## src/rtl/irq_evt_pkg.sv

```systemverilog
package irq_evt_pkg;
  // Field positions shared by the status and enable registers.
  localparam int FLD_CAP_A  = 0;
  localparam int FLD_CAP_B  = 1;
  localparam int FLD_INS_A  = 2;
  localparam int FLD_INS_B  = 3;
  localparam int FLD_MON    = 4;
  localparam int NUM_STICKY = 4;
  localparam int NUM_FLD    = 5;

  typedef enum logic [1:0] {
    SEL_NONE = 2'd0,
    SEL_STAT = 2'd1,
    SEL_ENA  = 2'd2
  } reg_sel_e;
endpackage

```

## src/rtl/irq_rst_sync.sv

```systemverilog
module irq_rst_sync #(
  parameter int SYNC_STG = 2
) (
  input  logic clk,
  input  logic arst_ni,
  output logic rst_no
);
  logic [SYNC_STG-1:0] sr_q;
  logic [SYNC_STG-1:0] sr_d;

  always_comb begin
    sr_d = {sr_q[SYNC_STG-2:0], 1'b1};
  end

  always_ff @(posedge clk or negedge arst_ni) begin
    if (!arst_ni) sr_q <= '0;
    else          sr_q <= sr_d;
  end

  assign rst_no = sr_q[SYNC_STG-1];
endmodule

```

## src/rtl/irq_stat_cell.sv

```systemverilog
// One status bit: sticky write-one-to-clear, or a level that follows its source.
module irq_stat_cell #(
  parameter bit IS_MON = 1'b0
) (
  input  logic clk,
  input  logic rst_n,
  input  logic set_i,
  input  logic clr_i,
  input  logic src_i,
  output logic q_o
);
  logic q_d;
  logic q_en;

  generate
    if (IS_MON) begin : g_mon
      always_comb begin
        q_en = 1'b1;
        q_d  = src_i;
      end
    end else begin : g_sticky
      always_comb begin
        q_en = set_i | clr_i;
        q_d  = set_i | (q_o & ~clr_i);  // event wins over clear
      end
    end
  endgenerate

  always_ff @(posedge clk or negedge rst_n) begin
    if (!rst_n)    q_o <= 1'b0;
    else if (q_en) q_o <= q_d;
  end
endmodule

```

## src/rtl/irq_bus_ctl.sv

```systemverilog
module irq_bus_ctl
  import irq_evt_pkg::*;
#(
  parameter int DATA_W = 8,
  parameter int ADDR_W = 2,
  parameter logic [ADDR_W-1:0] STAT_ADDR = '0,
  parameter logic [ADDR_W-1:0] ENA_ADDR  = 1
) (
  input  logic               clk,
  input  logic               rst_n,
  input  logic               bus_wr,
  input  logic               bus_rd,
  input  logic [ADDR_W-1:0]  bus_addr,
  input  logic [DATA_W-1:0]  bus_wdata,
  input  logic [NUM_FLD-1:0] stat_vis,
  output logic [NUM_FLD-1:0] stat_clr,
  output logic [NUM_FLD-1:0] ena_q,
  output logic [DATA_W-1:0]  bus_rdata
);
  localparam int PAD_W = DATA_W - NUM_FLD;

  reg_sel_e            sel;
  logic [NUM_FLD-1:0]  ena_d;
  logic                ena_en;
  logic [DATA_W-1:0]   rdata_d;

  always_comb begin
    if (bus_addr == STAT_ADDR)     sel = SEL_STAT;
    else if (bus_addr == ENA_ADDR) sel = SEL_ENA;
    else                           sel = SEL_NONE;
  end

  always_comb begin
    stat_clr = (bus_wr && sel == SEL_STAT) ? bus_wdata[NUM_FLD-1:0] : '0;
    ena_en   = bus_wr && sel == SEL_ENA;
    ena_d    = bus_wdata[NUM_FLD-1:0];
  end

  always_comb begin
    unique case (sel)
      SEL_STAT: rdata_d = {{PAD_W{1'b0}}, stat_vis};
      SEL_ENA:  rdata_d = {{PAD_W{1'b0}}, ena_q};
      default:  rdata_d = '0;
    endcase
  end

  always_ff @(posedge clk or negedge rst_n) begin
    if (!rst_n)      ena_q <= '0;
    else if (ena_en) ena_q <= ena_d;
  end

  always_ff @(posedge clk or negedge rst_n) begin
    if (!rst_n)      bus_rdata <= '0;
    else if (bus_rd) bus_rdata <= rdata_d;
  end
endmodule

```

## src/rtl/irq_evt_regbank.sv

```systemverilog
module irq_evt_regbank
  import irq_evt_pkg::*;
#(
  parameter int DATA_W   = 8,
  parameter int ADDR_W   = 2,
  parameter int SYNC_STG = 2,
  parameter logic [ADDR_W-1:0] STAT_ADDR = '0,
  parameter logic [ADDR_W-1:0] ENA_ADDR  = 1
) (
  input  logic                  clk,
  input  logic                  rst_n,
  input  logic                  lvl1_act,
  input  logic [NUM_STICKY-1:0] sticky_evt,
  input  logic                  mon_src,
  input  logic                  bus_wr,
  input  logic                  bus_rd,
  input  logic [ADDR_W-1:0]     bus_addr,
  input  logic [DATA_W-1:0]     bus_wdata,
  output logic [DATA_W-1:0]     bus_rdata,
  output logic                  irq
);
  logic               rst_sync_n;
  logic [NUM_FLD-1:0] stat_q;
  logic [NUM_FLD-1:0] stat_vis;
  logic [NUM_FLD-1:0] stat_clr;
  logic [NUM_FLD-1:0] ena_q;
  logic               irq_d;

  irq_rst_sync #(.SYNC_STG(SYNC_STG)) u_rst (
    .clk(clk), .arst_ni(rst_n), .rst_no(rst_sync_n)
  );

  generate
    for (genvar i = 0; i < NUM_FLD; i++) begin : g_fld
      if (i == FLD_MON) begin : g_m
        irq_stat_cell #(.IS_MON(1'b1)) u_cell (
          .clk(clk), .rst_n(rst_sync_n), .set_i(1'b0), .clr_i(1'b0),
          .src_i(mon_src), .q_o(stat_q[i])
        );
      end else begin : g_s
        irq_stat_cell #(.IS_MON(1'b0)) u_cell (
          .clk(clk), .rst_n(rst_sync_n), .set_i(sticky_evt[i]),
          .clr_i(stat_clr[i]), .src_i(1'b0), .q_o(stat_q[i])
        );
      end
    end
  endgenerate

  always_comb begin
    stat_vis = stat_q & {NUM_FLD{lvl1_act}};
    irq_d    = |(stat_vis & ena_q);
  end

  irq_bus_ctl #(
    .DATA_W(DATA_W), .ADDR_W(ADDR_W), .STAT_ADDR(STAT_ADDR), .ENA_ADDR(ENA_ADDR)
  ) u_bus (
    .clk(clk), .rst_n(rst_sync_n), .bus_wr(bus_wr), .bus_rd(bus_rd),
    .bus_addr(bus_addr), .bus_wdata(bus_wdata), .stat_vis(stat_vis),
    .stat_clr(stat_clr), .ena_q(ena_q), .bus_rdata(bus_rdata)
  );

  always_ff @(posedge clk or negedge rst_sync_n) begin
    if (!rst_sync_n) irq <= 1'b0;
    else             irq <= irq_d;
  end
endmodule

```

## config.mk

```make
export PLATFORM = sky130hd
export DESIGN_NAME = irq_evt_regbank
export DESIGN_NICKNAME = d
export VERILOG_FILES = /design/src/rtl/irq_evt_pkg.sv /design/src/rtl/irq_rst_sync.sv /design/src/rtl/irq_stat_cell.sv /design/src/rtl/irq_bus_ctl.sv /design/src/rtl/irq_evt_regbank.sv
export SDC_FILE = /design/constraint.sdc
export NUM_CORES = 1
export LEC_CHECK = 0
export ABC_AREA = 0
export BUFFER_PORTS_ARGS = -buffer_cell sky130_fd_sc_hd__buf_2
export CAP_MARGIN = 20
export CORE_ASPECT_RATIO = 1.5
export CORE_MARGIN = 10
export CORE_UTILIZATION = 38
export CTS_BUF_LIST = sky130_fd_sc_hd__clkbuf_8
export CTS_CLUSTER_SIZE = 25
export DETAILED_ROUTE_END_ITERATION = 10
export GPL_ROUTABILITY_DRIVEN = 1
export PLACE_DENSITY = 0.64
export SKIP_CTS_REPAIR_TIMING = 1
export SLEW_MARGIN = 10
export SYNTH_ARGS = -nofsm -noshare
export SYNTH_HDL_FRONTEND = slang
export SYNTH_SLANG_ARGS = --single-unit
```

## constraint.sdc

```tcl
create_clock -name clk -period 0.8 [get_ports clk]
set_input_delay 0.12 -clock clk [delete_from_list [all_inputs] [get_ports clk]]
set_output_delay 0.12 -clock clk [all_outputs]
set_load 0.005 [all_outputs]
```

# After elaboration in Yosys (flattened, before gate mapping)
# Index checks and enable logic that the tools add are counted.
dict set report totals {
  register_bits 21
  latchBits 0
  ramBits 0
  romBits 0
  in_bits 20
  output_inout_bits 9
  wordCells 38
  n_memories 0
}
dict set report classes {
  add_sub_neg 0
  mul 0
  div 0
  n_lt_le_gt_ge 0
  eq_ne 3
  shift 0
  n_mux 4
  n_bitwise 18
  reduce_logical 4
}
# cell count
set op_table {}
lappend op_table {{AND 5 bit} 2}
lappend op_table {{case mux 5 bit (2 select lines)} 1}
lappend op_table {{OR 1 bit} 8}
lappend op_table {{OR reduction 5 bit} 1}
lappend op_table {{AND 1 bit} 4}
lappend op_table {{== test 2 x 1 -> 1 bit (second input constant)} 2}
lappend op_table {{2-to-1 mux 2 bit} 2}
lappend op_table {{2-to-1 mux 4 bit} 1}
lappend op_table {{NOT 1 bit} 4}
lappend op_table {{== test 2 bit (second input constant)} 1}
lappend op_table {{logical AND 1 bit} 2}
lappend op_table {{logical NOT 2 bit} 1}

# Longest topological paths before layout
# Gate-level depths: netlist (run 1).
dict set report depth {
  ltp_word 9
  depth_mapped 3
  mapped_depth_nobuf 3
}

# Cells and area by module
# From an unflattened synthesis (run 1), not the netlist that was laid out.
dict set report hier_totals {
  cells_unflattened 69
  hier_area_um2 842.1
}
# mod instances cells_per_inst area_each_um2 seq_area_each_um2
set modules_own_cells {}
lappend modules_own_cells {irq_bus_ctl 1 43 533.0 250.2}
lappend modules_own_cells {{irq_stat_cell at g_fld[0].g_s.u_cell ...} 4 3 36.3 25.0}
lappend modules_own_cells {irq_evt_regbank 1 10 85.1 25.0}
lappend modules_own_cells {irq_rst_sync 1 3 53.8 50.0}
lappend modules_own_cells {{irq_stat_cell at g_fld[4].g_m.u_cell} 1 1 25.0 25.0}

# Worst setup path before layout (run 1)
# OpenSTA, ideal clock, no wires.
dict set report synth_path {
  kind {flip-flop to flip-flop}
  from {register g_fld[0].g_s.u_cell.q_o}
  to {register irq}
  setup_ns 0.140
  t_arrival_ns 0.774
  required_ns 0.660
  slack_ns -0.114
  stages_incl_launch_ff 3
  n_path_buf 0
  synth_period_minus_slack_ns 0.914
  path_cell_list {dfrtp_1 -> a222oi_1 -> a21boi_0}
}
dict set report synth_via {
  elab_chain_cells 3
}
# item line_no
set synth_rtl {}
lappend synth_rtl {{start: declaration} irq_stat_cell.sv:10} ;# output logic q_o
lappend synth_rtl {{start signal: assignment} irq_stat_cell.sv:31} ;# else if (q_en) q_o <= q_d;
lappend synth_rtl {{AND 5 bit} irq_evt_regbank.sv:50} ;# stat_vis = stat_q & {NUM_FLD{lvl1_act}};
lappend synth_rtl {{AND 5 bit} irq_evt_regbank.sv:51} ;# irq_d = |(stat_vis & ena_q);
lappend synth_rtl {{OR reduction 5 bit} irq_evt_regbank.sv:51}
lappend synth_rtl {{net irq_d} irq_evt_regbank.sv:27} ;# logic irq_d;
lappend synth_rtl {{end signal: assignment} irq_evt_regbank.sv:64} ;# else irq <= irq_d;
lappend synth_rtl {{end: declaration} irq_evt_regbank.sv:20} ;# output logic irq
# The timed path passes the listed nets, and every way through them passes these cells.
# A chain may end at the register's enable or synchronous reset.

# Final worst setup path (run 1)
# Ends and elaborated chain as after synthesis.

==> impl_metrics.yaml, run 1 <==
die:
  row_count: 20
  start_util_pct: 39.2
  die_y_um: 75.3
  die-area_um2: 4280
  ios: 29
  coreArea_um2: 1980
  fp.dieW_um: 56.9
cts:
  clock_sinks: 18
  clkLatencyLatePin_ns: 0.25
  htreeDepth: 1
  cts_root_buf: "clkbuf_8"
  ctsLongestPathBuffers: 2
  numCtsBuffers: 3
  clk_pin_slew_ns: 0.07
  cts_tree: "done"
power_and_ir_drop:
  p_clk_share_pct: 33.0
  power.density_nw_per_um2: 2000
  internal_power_mw: 1.71
  p_leak_nw: 0.547
  combPwrFrac_pct: 19.2
  pwr-share-seq_pct: 47.8
  ir_worst_vdd_uv: 1370
  p_sw_mw: 0.526
  power_switching_share_pct: 23.5
synthesis:
  synth_ff_type: "dfrtp_1"
  synth-edff-count: 0
  yosys.cell_types.count: 17
  synth_seq_area_share_pct: 58.2
  synth_top_cell_by_area: "dfrtp_1"
  ys_ff_latch: 18
  synth.area.top_cells: "dfrtp_1 58%, mux2_4 9.7%, a22oi_1 4.8%, a21o_1 3.9%, a21oi_1 3.2%"
  yosys.cell_count.top_type: "dfrtp_1"
  synthArstFlopShare_pct: 100
  ys_warn_count: 0
  synth_top_area_share_pct: 58.2
  yosys-top-cells-count: "18 x dfrtp_1, 5 x a21oi_1, 5 x a22oi_1, 5 x mux2_4, 5 x nand2_1"
  syn_inst: 60
  synth_area_um2: 774
  avgSynthCellArea_um2: 12.9
final_layout:
  diodes: 0
  fin_nets: 122
  drive_gt1_share_pct: 54.5
  seqCellArea_um2: 450
  fillCellCount: 177
  multi_input_area_um2: 333
  area_growth_pct: 44.6
detailed_routing:
  viasPerCell: 4.93
  dr.first_iter.drc_count: 5
  routed_wire_length_per_instance_um: 14.6
  drc: 0
  num_vias: 606
  dr.pass1.iters: 4
  wl_mm: 1.80
  ant_nets: 0
timing:
  rsz0062_at_grt: "true"
  final-hold-violation-count: 0
  finalCriticalPeriod_ns: 0.961
  finalClockSkew_ns: 0.00252
  finalSetupViolCount: 12
  fin_hold_ws_ns: 0.0372
  post-route-period-util_pct: 120
  fmax_ghz: 1.04
  slew_viol_final: 0
  setup_ws_ns: -0.161
critical_path:
  critical_path_class: "flip-flop to flip-flop"
  end_kind: "flip-flop"
  timing.rr.start: "g_fld[0].g_s.u_cell.q_o$_DFFE_PN0P_"
  worstPathArrival_ns: 1.09
  cp.required_ns: 0.93
  rr_worst_depth: 2
  regToRegSetupSlack_ns: -0.16
  critical_path.max_fanout: 2
  cp-start-kind: "flip-flop"
  r2r_end: "irq$_DFF_PN0_"
worst_hold_path:
  min_path_cells: 2
  hold_class: "input pin to flip-flop"
  hold_end: "g_fld[2].g_s.u_cell.q_o$_DFFE_PN0P_"
  min_from: "sticky_evt[2]"
grt:
  grt_use_total_pct: 8.17
  grt_pass1_vias: 643
  grt_max_degree: 12
  grt_antenna_before_repair: 0
  grt_pass1_wl_mm: 2.76
  gr-total-overflow: 0
place:
  gp_congestion: 0.728
  portBuffers: 22
  hpwl_mm: 1.35
  pre_cts_ws_ns: -0.148
outcome:
  status: "finished with violations"
  violations: "negative setup slack"
run:
  drv_cap: 0
## metal layers
layer | vias to the layer above | share of wire (%) | track usage (%)
met5 | - | 0 | 0
met4 | 0 | 1.9 | 4.71
met1 | 299 | 37 | 8.11
met2 | 13 | 57 | 14.8
li1 | 289 | - | -
met3 | 5 | 4.0 | 2.50
## registers in the layout, indices dropped and copies added (netlist names)
| signal | count |
|---|---|
| g_fld.g_s.u_cell.q_o | 4 |
| u_bus.bus_rdata | 5 |
| u_rst.sr_q | 2 |
| g_fld.g_m.u_cell.q_o | 1 |
| irq | 1 |
| u_bus.ena_q | 5 |
## metrics by stage
step | instances | power [mW] | cell area (um^2) | util [%] | setup TNS, ns
2_1_floorplan | 62 | 1.26 | 782 | - | -0.153
3_3_place_gp | 113 | 1.42 | 976 | 49.4 | -1.64
3_5_place_dp | 113 | 1.43 | 976 | 49.4 | -1.88
4_1_cts | 117 | 2.18 | 1030 | 52.2 | -1.16
5_1_grt | 123 | 2.35 | 1120 | 56.6 | -1.41
6_report | 123 | 2.24 | 1120 | 56.6 | -1.01
## worst max-delay path, stage by stage, from the launching register on
cell      delay [ns]
dfrtp_1         0.40
a222oi_1        0.34
a21boi_1        0.10
## placed cells by master (no fill, tap or decap), drive strengths merged
| cell | n |
|---|---|
| a21o | 4 |
| clkbuf | 4 |
| nor2 | 4 |
| a21boi | 1 |
| and2b | 1 |
| mux2 | 6 |
| nand3b | 2 |
| nand2 | 5 |
| dfrtp | 18 |
| a22oi | 5 |
| buf | 37 |
| a21oi | 5 |
| a222oi | 1 |
| nor3b | 2 |
| conb | 4 |
| dlygate4sd3 | 2 |
## final cells by class
class	count	area share [%]
tap	22	2.46
multi-input combinational	40	29.7
timing repair buffer	39	22.7
clock buffer	4	4.92
sequential	18	40.2
## power by group through the flow
stage	Clock (mW)	Combinational, mW	Sequential, mW
after floorplan	0	0.177	1.09
after global placement	0	0.347	1.08
after detailed placement	0	0.353	1.08
after CTS	0.756	0.361	1.06
after global routing	0.799	0.473	1.08
final	0.740	0.430	1.07
## logic make-up (layout without fill, tap and decap cells)
| family | after synthesis | after routing | share of synthesized area (%) |
|---|---|---|---|
| AO/OA/AOI/OAI | 16 | 16 | 14.2 |
| buffers and inverters | 4 | 43 | 3.39 |
| flip-flops | 18 | 18 | 58.2 |
| multiplexers | 6 | 6 | 11.1 |
| other | 2 | 4 | 0.970 |
| AND/OR/NAND/NOR | 14 | 14 | 12.1 |
## worst max-delay path by stage
| stage | cells after the start | from | endpoint | slack (ns) |
|---|---|---|---|---|
| 2_1_floorplan | 2 | u_bus.ena_q[0]$_DFFE_PN0P_ | irq$_DFF_PN0_ | -0.11 |
| 3_3_place_gp | 3 | bus_addr[1] | u_bus.ena_q[0]$_DFFE_PN0P_ | -0.12 |
| 3_5_place_dp | 4 | bus_addr[1] | u_bus.bus_rdata[1]$_DFFE_PN0P_ | -0.15 |
| 4_1_cts | 2 | g_fld[0].g_s.u_cell.q_o$_DFFE_PN0P_ | irq$_DFF_PN0_ | -0.16 |
| 5_1_grt | 2 | g_fld[0].g_s.u_cell.q_o$_DFFE_PN0P_ | irq$_DFF_PN0_ | -0.19 |
| 6_report | 2 | g_fld[0].g_s.u_cell.q_o$_DFFE_PN0P_ | irq$_DFF_PN0_ | -0.16 |
Note: power is estimated with default switching activity, not from simulation.
==> run 2, diff against run 1 <==
- PLACE_DENSITY: 0.64 -> 0.63
- SYNTH_HIERARCHICAL: default -> 1
==> impl_metrics.yaml, run 2 <==
timing:
  setup_ws_ns: -0.249
  post-route-period-util_pct: 131
  slew_viol_final: 0
  rsz0062_at_grt: "true"
  finalClockSkew_ns: 0.000726
  fmax_ghz: 0.953
  final-hold-violation-count: 0
  finalSetupViolCount: 13
  finalCriticalPeriod_ns: 1.05
power_and_ir_drop:
  ir_worst_vdd_uv: 1110
  p_total_mw: 2.21
  p_leak_nw: 0.575
  power.density_nw_per_um2: 1960
critical_path:
  worstPathArrival_ns: 1.17
  cp-start-kind: "flip-flop"
  critical_path.max_fanout: 2
  critical_path_class: "flip-flop to flip-flop"
  cp.required_ns: 0.92
  end_kind: "flip-flop"
final_layout:
  drive_gt1_share_pct: 42.9
  final_common_cell: "buf_2"
  fin_util_pct: 55.1
  area_growth_pct: 35.8
  final_cell_count_no_fill: 127
  diodes: 0
  final_cell_mix: "22 x buf_2, 18 x dfrtp_1, 9 x and2_1, 9 x inv_1, 8 x buf_4"
  reg.largest.list: "u_bus/bus_rdata (5), u_bus/ena_q (5), g_fld.g_s.u_cell/q_o (4)"
  fin_nets: 126
grt:
  met1_usage_pct: 8.13
  grt_max_degree: 17
  grt_pass1_vias: 637
  grt_antenna_before_repair: 0
  grt.busiest_layer: "met2"
  met2_usage_pct: 12.7
  gr-total-overflow: 0
  grt_pass1_wl_mm: 2.82
  grt_use_total_pct: 7.93
  grt.met3_usage_pct: 3.46
synthesis:
  synth_area_um2: 832
  avgSynthCellArea_um2: 12.4
  ys_warn_count: 6
  syn_inst: 67
place:
  dp_cells: 116
  gp_congestion: 0.739
  portBuffers: 22
  pre_cts_ws_ns: -0.220
  hpwl_mm: 1.39
worst_hold_path:
  hold_class: "input pin to flip-flop"
cts:
  cts_root_buf: "clkbuf_8"
  numCtsBuffers: 3
  ctsLongestPathBuffers: 2
  cts_tree: "done"
  clock_sinks: 18
  htreeDepth: 1
  clkLatencyLatePin_ns: 0.25
  clk_pin_slew_ns: 0.07
die:
  ios: 29
  coreArea_um2: 2050
  die_y_um: 77.3
  start_util_pct: 40.5
  row_count: 20
  fp.dieW_um: 58.2
  die-area_um2: 4500
detailed_routing:
  viasPerCell: 4.72
  num_vias: 600
  drc: 0
  wl_mm: 1.82
  ant_nets: 0
  dr.first_iter.drc_count: 10
  routed_wire_length_per_instance_um: 14.3
  dr.pass1.iters: 4
run:
  drv_cap: 0
outcome:
  violations: "negative setup slack"
  status: "finished with violations"
[run 2: power breakdown]
| group | internal, mW | switching [mW] |
|---|---|---|
| Sequential | 1.01 | 0.0617 |
| Combinational | 0.264 | 0.156 |
| Clock | 0.437 | 0.287 |
[run 2: cell type report]
class	instances	area, um^2
fill	188	922
sequential	18	450
multi-input combinational	38	328
timing repair buffer	36	235
clock buffer	4	55.1
inverter	9	33.8
tap	22	27.5
[run 2: final timing paths]
kind                                       startpoint                             endpoint  slack (ns)  cells past startpoint
setup / recovery           u_bus/ena_q[0]$_DFFE_PN0P_                        irq$_DFF_PN0_       -0.25                      2
hold / removal                          sticky_evt[1]  g_fld[1].g_s.u_cell/q_o$_DFFE_PN0P_        0.04                      2
setup reg to reg           u_bus/ena_q[0]$_DFFE_PN0P_                        irq$_DFF_PN0_       -0.25                      2
hold reg to reg               u_rst/sr_q[1]$_DFF_PN0_           u_bus/ena_q[4]$_DFFE_PN0P_        0.18                      1
max in group asynchronous     u_rst/sr_q[1]$_DFF_PN0_       u_bus/bus_rdata[3]$_DFFE_PN0P_        0.44                      1
min in group asynchronous     u_rst/sr_q[1]$_DFF_PN0_           u_bus/ena_q[4]$_DFFE_PN0P_        0.18                      1
[run 2: worst max-delay path, cell delays in order, from the launching register on]
cell	delay (ns)
dfrtp_1	0.39
a222oi_1	0.41
a21boi_1	0.12
[run 2: metrics by stage]
stage               hold WS, ns  TNS [ns]  cell area (um^2)
global placement        -0.0949     -1.51              1000
finish                   0.0435     -1.25              1130
detailed placement      -0.0923     -1.72              1000
global route             0.0496     -1.77              1130
CTS                      -0.365     -1.14              1060
floorplan                -0.176    -0.223               855
[run 2: routing by layer]
| layer | wire (um) | vias up |
|---|---|---|
| met5 | 0 | - |
| met4 | 17 | 0 |
| met3 | 137 | 2 |
| met2 | 970 | 19 |
| met1 | 694 | 286 |
| li1 | - | 293 |
==> run 3, diff against run 2 <==
- ABC_AREA: 0 -> 1
==> impl_metrics.yaml, run 3 <==
outcome:
  status: "finished with violations"
  violations: "negative setup slack"
final_layout:
  area_growth_pct: 26.9
  final_cell_count_no_fill: 172
  final_cell_mix: "44 x nand2_1, 22 x buf_2, 20 x inv_1, 18 x dfrtp_1"
  diodes: 0
  drive_gt1_share_pct: 28.9
  fin_nets: 170
  reg.largest.list: "u_bus/bus_rdata (5), u_bus/ena_q (5), g_fld.g_s.u_cell/q_o (4)"
  fillCellCount: 252
  finalInstanceArea_um2: 1140
  final_common_cell: "nand2_1"
worst_hold_path:
  min_from: "sticky_evt[0]"
  hold_class: "input pin to flip-flop"
  min_path_cells: 3
timing:
  setup_ws_ns: -0.0829
  slew_viol_final: 0
  post-route-period-util_pct: 110
  fmax_ghz: 1.13
  final-hold-violation-count: 0
  finalCriticalPeriod_ns: 0.883
  rsz0062_at_grt: "true"
  finalClockSkew_ns: 0.000579
  finalSetupViolCount: 8
  finalSetupTns_ns: -0.457
power_and_ir_drop:
  p_leak_nw: 0.690
  power.density_nw_per_um2: 1890
  ir_worst_vdd_uv: 1300
  p_total_mw: 2.16
grt:
  grt_max_degree: 17
  grt_pass1_vias: 753
  gr-total-overflow: 0
  grt_antenna_before_repair: 0
  grt_use_total_pct: 8.31
  grt_pass1_wl_mm: 3.07
critical_path:
  path_depth: 1
  slowest_stage: "dfrtp_1"
  cp-start-kind: "flip-flop"
  slowest_delay_ns: 0.38
  path_cells: "buf_2"
  cp.required_ns: 0.68
  crit_start: "u_bus/bus_rdata[2]$_DFFE_PN0P_"
  critical_path_class: "flip-flop to primary output"
  worstPathArrival_ns: 0.76
  worst-path-buf-inv: 1
  path_delay_family: "flip-flops"
  rr_worst_depth: 4
  end_kind: "primary output"
  critical_path.max_fanout: 2
  timing.rr.start: "u_bus/ena_q[1]$_DFFE_PN0P_"
detailed_routing:
  dr.first_iter.drc_count: 10
  wl_mm: 1.87
  routed_wire_length_per_instance_um: 10.9
  num_vias: 736
  viasPerCell: 4.28
  ant_nets: 0
  dr.pass1.iters: 4
  drc: 0
cts:
  ctsLongestPathBuffers: 2
  clkLatencyLatePin_ns: 0.26
  cts_root_buf: "clkbuf_8"
  clk_pin_slew_ns: 0.07
  cts_tree: "done"
  numCtsBuffers: 3
  clock_sinks: 18
  htreeDepth: 1
place:
  hpwl_mm: 1.48
  pre_cts_ws_ns: -0.0420
  dp_cells: 162
  gp_congestion: 0.717
  portBuffers: 22
  place_area_um2: 1040
synthesis:
  syn_inst: 116
  avgSynthCellArea_um2: 7.77
  synth_area_um2: 901
  ys_warn_count: 6
die:
  coreArea_um2: 2260
  start_util_pct: 39.9
  die-area_um2: 4760
  ios: 29
  row_count: 21
  fp.dieW_um: 59.8
  die_y_um: 79.6
run:
  drv_cap: 0
## run 3: path summary, 6_finish.rpt
check / to / slack, ns
min: g_fld[0].g_s.u_cell/q_o$_DFFE_PN0P_ / 0.04
min reg2reg: g_fld[4].g_m.u_cell/q_o$_DFF_PN0_ / 0.19
min in group asynchronous: u_rst/sr_q[1]$_DFF_PN0_ / 0.17
max: bus_rdata[2] / -0.08
max reg2reg: irq$_DFF_PN0_ / -0.01
max in group asynchronous: u_bus/bus_rdata[2]$_DFFE_PN0P_ / 0.43
## run 3: through the flow
step	utilization [%]	hold WS (ns)
4_1_cts	48.3	-0.373
5_1_grt	50.6	0.0561
6_report	50.6	0.0372
3_3_place_gp	45.8	-0.0960
2_1_floorplan	-	-0.176
3_5_place_dp	45.8	-0.0916
## run 3: per-layer routing
layer  up-vias  track usage, %  routed length, um
li1        396               -                  -
met1       313            8.35                740
met2        22            13.8                925
met3         5            2.87                157
met4         0            5.41                 48
met5         -               0                  0
## run 3: cell type report
class / count / area [um^2] / share of cell area [%]
clock buffers: 4 / 55.1 / 4.81
inverters: 22 / 82.6 / 7.22
multi-input cells: 73 / 337 / 29.4
flip-flops and latches: 18 / 450 / 39.4
well taps: 23 / 28.8 / 2.52
repair buffers: 32 / 190 / 16.6
## run 3: power breakdown
part	total [mW]	switching, mW	internal, mW
clock network	0.754	0.316	0.438
registers	1.06	0.0542	1.00
logic	0.350	0.186	0.164
